[src/rtl/wdt_ivl_timer.sv]
module wdt_ivl_timer #(
  parameter int DATA_W = 8,
  parameter logic [7:0] CSR_KEY = 8'hA5,
  parameter logic [7:0] CNT_KEY = 8'h5A,
  parameter int PRE_W = 12
) (
  input  logic              clk,
  input  logic              por_n,
  input  logic              chip_rst,
  input  logic              wr_en,
  input  logic              wr_addr,
  input  logic              wr_wide,
  input  logic [2*DATA_W-1:0] wr_data,
  input  logic              rd_en,
  input  logic              rd_addr,
  output logic [DATA_W-1:0] rd_data,
  output logic              rd_valid,
  output logic              irq,
  output logic              rst_req,
  output logic              rst_kind
);

  logic [7:0]        csr;
  logic [DATA_W-1:0] cnt;
  logic [PRE_W-1:0]  pre;
  logic              seen_w, seen_i;

  function automatic int tap_shift(input logic [2:0] sel);
    case (sel)
      3'd0: return 0;
      3'd1: return 1;
      3'd2: return 2;
      3'd3: return 3;
      3'd4: return 4;
      3'd5: return 6;
      3'd6: return 8;
      default: return 12;
    endcase
  endfunction

  wire              tme      = csr[7];
  wire              wdm      = csr[6];
  wire [DATA_W-1:0] key      = wr_data[2*DATA_W-1:DATA_W];
  wire              csr_wr   = wr_en && !wr_addr && wr_wide && key == CSR_KEY;
  wire              cnt_wr   = wr_en &&  wr_addr && wr_wide && key == CNT_KEY;
  wire [PRE_W-1:0]  tap_mask = PRE_W'((1 << tap_shift(csr[2:0])) - 1);
  wire              tick     = tme && ((pre & tap_mask) == tap_mask);
  wire              ovf      = tick && (cnt == '1) && !cnt_wr && !chip_rst;

  assign irq      = csr[3];
  assign rst_kind = csr[5];

  always_ff @(posedge clk or negedge por_n) begin
    if (!por_n) begin
      csr <= '0;
    end else if (csr_wr) begin
      csr[7:5] <= wr_data[7:5];
      csr[2:0] <= wr_data[2:0];
      csr[4]   <= (csr[4] && !(seen_w && !wr_data[4])) || (ovf && wdm);
      csr[3]   <= (csr[3] && !(seen_i && !wr_data[3])) || (ovf && !wdm);
    end else begin
      if (ovf && wdm)  csr[4] <= 1'b1;
      if (ovf && !wdm) csr[3] <= 1'b1;
    end
  end

  always_ff @(posedge clk or negedge por_n) begin
    if (!por_n) begin
      seen_w <= 1'b0;
      seen_i <= 1'b0;
    end else if (csr_wr || chip_rst) begin
      seen_w <= 1'b0;
      seen_i <= 1'b0;
    end else if (rd_en && !rd_addr) begin
      seen_w <= seen_w || csr[4];
      seen_i <= seen_i || csr[3];
    end
  end

  always_ff @(posedge clk or negedge por_n) begin
    if (!por_n)          cnt <= '0;
    else if (chip_rst)   cnt <= '0;
    else if (cnt_wr)     cnt <= wr_data[DATA_W-1:0];
    else if (tick)       cnt <= cnt + 1'b1;
  end

  always_ff @(posedge clk or negedge por_n) begin
    if (!por_n)                pre <= '0;
    else if (chip_rst || !tme) pre <= '0;
    else                       pre <= pre + 1'b1;
  end

  always_ff @(posedge clk or negedge por_n) begin
    if (!por_n) begin
      rst_req  <= 1'b0;
      rd_valid <= 1'b0;
      rd_data  <= '0;
    end else begin
      rst_req  <= ovf && wdm;
      rd_valid <= rd_en;
      if (rd_en) rd_data <= rd_addr ? cnt : csr;
    end
  end

  AST_RST_ONE_CYCLE: assert property (@(posedge clk) disable iff (!por_n)
    rst_req |=> !rst_req) else $error("reset request longer than one cycle");
  AST_WD_OVERFLOW: assert property (@(posedge clk) disable iff (!por_n)
    (ovf && wdm) |=> (rst_req && csr[4] && cnt == '0)) else $error("watchdog overflow");
  AST_IV_OVERFLOW: assert property (@(posedge clk) disable iff (!por_n)
    (ovf && !wdm) |=> (irq && !rst_req)) else $error("interval overflow");
  AST_HOLD_DISABLED: assert property (@(posedge clk) disable iff (!por_n)
    (!tme && !cnt_wr && !chip_rst) |=> $stable(cnt)) else $error("count while disabled");
  AST_BAD_KEY_IGNORED: assert property (@(posedge clk) disable iff (!por_n)
    (!csr_wr) |=> (csr[7:5] == $past(csr[7:5]) && csr[2:0] == $past(csr[2:0])))
    else $error("control changed without keyed write");
  AST_CHIP_RST_KEEPS: assert property (@(posedge clk) disable iff (!por_n)
    (chip_rst && !csr_wr) |=> ($stable(csr) && cnt == '0)) else $error("chip reset");

endmodule

[config.mk]
export PLATFORM = sky130hd
export DESIGN_NAME = wdt_ivl_timer
export DESIGN_NICKNAME = d
export VERILOG_FILES = /design/src/rtl/wdt_ivl_timer.sv
export SDC_FILE = /design/constraint.sdc
export NUM_CORES = 1
export LEC_CHECK = 0
export BUFFER_PORTS_ARGS = -buffer_cell sky130_fd_sc_hd__buf_2
export CAP_MARGIN = 40
export CELL_PAD_IN_SITES_DETAIL_PLACEMENT = 0
export CELL_PAD_IN_SITES_GLOBAL_PLACEMENT = 2
export CORE_UTILIZATION = 26
export DETAILED_ROUTE_END_ITERATION = 6
export GPL_TIMING_DRIVEN = 0
export PLACE_DENSITY_LB_ADDON = 0.05
export RECOVER_POWER = 25
export SLEW_MARGIN = 20
export SYNTH_ARGS = -nofsm -noshare
export SYNTH_HDL_FRONTEND = slang
export SYNTH_SLANG_ARGS = --single-unit
[constraint.sdc]
create_clock -name clk -period 5.3 [get_ports clk]
set_input_delay 0.795 -clock clk [delete_from_list [all_inputs] [get_ports clk]]
set_output_delay 0.795 -clock clk [all_outputs]
set_load 0.005 [all_outputs]
==> results.yml <==
synth:
  ys_seq_elements: 40
  ys_types: 34
  yosys-top-cells-area: "dfrtp_1 (49%), nor2_1 (5.2%), mux2i_1 (4.0%)"
  yosys.area.top_type: "dfrtp_1"
  synth_most_common_cell: "dfrtp_1"
  synth_ff_type: "dfrtp_1"
  yosys_warnings: 0
  postSynthAreaPerCell_um2: 9.918
  synth_edf_count: 0
  async_flop_share_pct: 100.0
  netlist_area_um2: 2023
  syn-num-nets: 230
  yosysTopAreaCellShare_pct: 49.47
  yosysSeqAreaShare_pct: 49.47
  netlist_instances: 204
  netlist_top_cells_count: "dfrtp_1 (40), nor2_1 (28), a21oi_1 (13)"
placement:
  hpwlAfterDp_um: 3894
  gp_congestion: 0.6801
  dpl-instance-area_um2: 2337
  placement.io_buffers: 34
power_and_ir_drop:
  power_frac_clock_pct: 37.7
  intPower_mw: 0.4311
  ir_drop_uv: 71.46
  switchingPower_mw: 0.1370
  switching_share_pct: 24.11
  powerDensity_nw_per_um2: 235.5
  comb_power_share_pct: 7.0
  share_seq_of_total_power_pct: 55.3
  p_leak_nw: 1.046
route:
  drt_iter0_drc: 56
  viasPerCell: 4.835
  num_vias: 1673
  routed_wl_um: 5176
  drc: 0
  wl_per_cell_um: 14.96
  antenna_left: 0
  dr.pass1.iters: 4
outcome:
  status: "complete, no violations"
floorplan:
  core_um2: 7370
  die_y_um: 90.21
  die_area_um2: 8138
  pin_count: 36
  start_util_pct: 27.45
  rows: 31
  die_w_um: 90.21
worst_setup_path:
  worst-path-max-fanout: 26
  crit_buf_inv: 2
  cp.arrival_ns: 2.58
  crit_chain: "clkbuf_1 -> clkbuf_1"
  required_ns: 5.45
  path_common_cell: "clkbuf_1"
  endpoint_kind: "async pin"
  worstSetupPathType: "in -> async"
  crit_slowest_cell: "clkbuf_1"
  reg2reg_from: "csr[2]"
  cp-startpoint: "por_n"
  crit_family: "buffers and inverters"
  cp-start-kind: "input port"
  critPathMaxStageDelay_ns: 1.14
  r2r.worst_path.cells: 5
  rrSetupSlack_ns: 3.30
  rr_endpoint: "cnt[7]"
sta:
  relSlewSlack_pct: 1.214
  post-route-period-util_pct: 45.87
  hold_ws_ns: 0.5161
  setup_violations: 0
  tightestPinTransition_ns: 1.482
  final.setup.tns_ns: 0
  period_minus_slack_ns: 2.431
  final_max_slew_viol_count: 0
  max_freq_mhz: 411.4
  rsz0062_at_grt: "false"
  finalClockSkew_ns: 0.006471
  finalHoldViolCount: 0
min_path:
  holdPathEnd: "csr[3]"
  hold_path_startpoint: "csr[6]"
  min_path_cells: 1
  hold_class: "reg -> reg"
cells_and_area:
  seq_area_um2: 1001
  antenna_cells: 0
  fillers: 819
  stdcell_area_um2: 2412
  final_util_pct: 32.73
  multiInputGateArea_um2: 962.2
  nets: 272
  drive_gt1_share_pct: 21.05
  area_delta_synth_final_pct: 19.23
cts:
  path_clk_slew_ns: 0.08
  htreeDepth: 2
  clk_path_buf_depth: 2
  cts-resized-gates: 0
  post_cts_buffers: 0
  numCtsBuffers: 5
  postCtsHoldBufs: 0
  clock-sinks: 40
  clk_latency_ns: 0.29
  tritoncts: "built"
  ctsRootBufferMaster: "clkbuf_8"
grt:
  grt_usage_pct: 13.53
  antenna_found_initial: 0
  grt_pass1_wl_um: 8756
  first_global_vias: 1703
  grt_start_max_net_pins: 27
  overflow: 0
run:
  maxCapViolCount: 0
logic make-up after synthesis:
family | after synthesis | synth area share [%]
mux | 14 | 7.297
xor+xnor | 7 | 3.030
buf+inv | 14 | 2.969
compound gates | 42 | 13.92
flops | 40 | 49.47
fa+ha+maj | 2 | 1.237
simple gates | 85 | 22.08
per-layer routing:
layer	global-route usage, %	wire length [um]	vias up
met3	3.215	181	6
met2	20.87	2277	37
met5	0	0	-
met1	19.22	2664	806
li1	-	-	824
met4	2.823	52	0
per-stage QoR:
step / instances / setup WS [ns] / power [mW]
finish: 346 / 2.869 / 0.5681
global route: 346 / 2.420 / 0.5960
CTS: 346 / 3.302 / 0.5822
detailed placement: 338 / 2.994 / 0.3628
global placement: 337 / 2.960 / 0.3611
floorplan: 204 / 3.487 / 0.3352
power by group through the flow:
stage	Combinational, mW	Sequential [mW]	Clock, mW
after floorplan	0.0150	0.320	0
after global placement	0.0410	0.320	0
after detailed placement	0.0427	0.320	0
after CTS	0.0428	0.314	0.225
after global routing	0.0455	0.315	0.236
final	0.0400	0.314	0.214
cell usage in the layout, fill, tap and decap left out, drive strengths merged, types with 3 or more instances in the layout:
cell,instances
a21boi,3
nor2,28
xor2,6
a21oi,13
nand3,8
o31ai,5
o21ai,12
mux2i,8
nor3,3
nor4bb,3
a311oi,8
dfrtp,40
nand4,7
nand2,11
or4,5
and3,3
or3,6
nand2b,4
buf,34
inv,7
mux2,6
clkbuf,14
registers in the layout (all words and copies together) (netlist names):
signal and flops:
seen_w 1, rd_data 8, rd_valid 1, rst_req 1, csr 8, seen_i 1, cnt 8, pre 12
cell type report:
| type | instances | area share (%) |
|---|---|---|
| clock inverters | 2 | 0.4149 |
| repair buffers | 35 | 7.158 |
| clock buffers | 6 | 3.423 |
| flip-flops and latches | 40 | 41.49 |
| inverters | 7 | 1.089 |
| multi-input cells | 150 | 39.89 |
| well taps | 99 | 5.135 |
| plain buffers | 7 | 1.400 |
worst max path at each step:
stage                        end  slack [ns]  depth (start not counted)
final                     seen_i        2.87                          2
after global routing      seen_w        2.42                          2
after CTS                 cnt[3]        3.30                          5
after detailed placement  cnt[3]        2.99                          5
after global placement    cnt[3]        2.96                          5
after floorplan           csr[3]        3.49                          5
(Power assumes the default switching activity.)
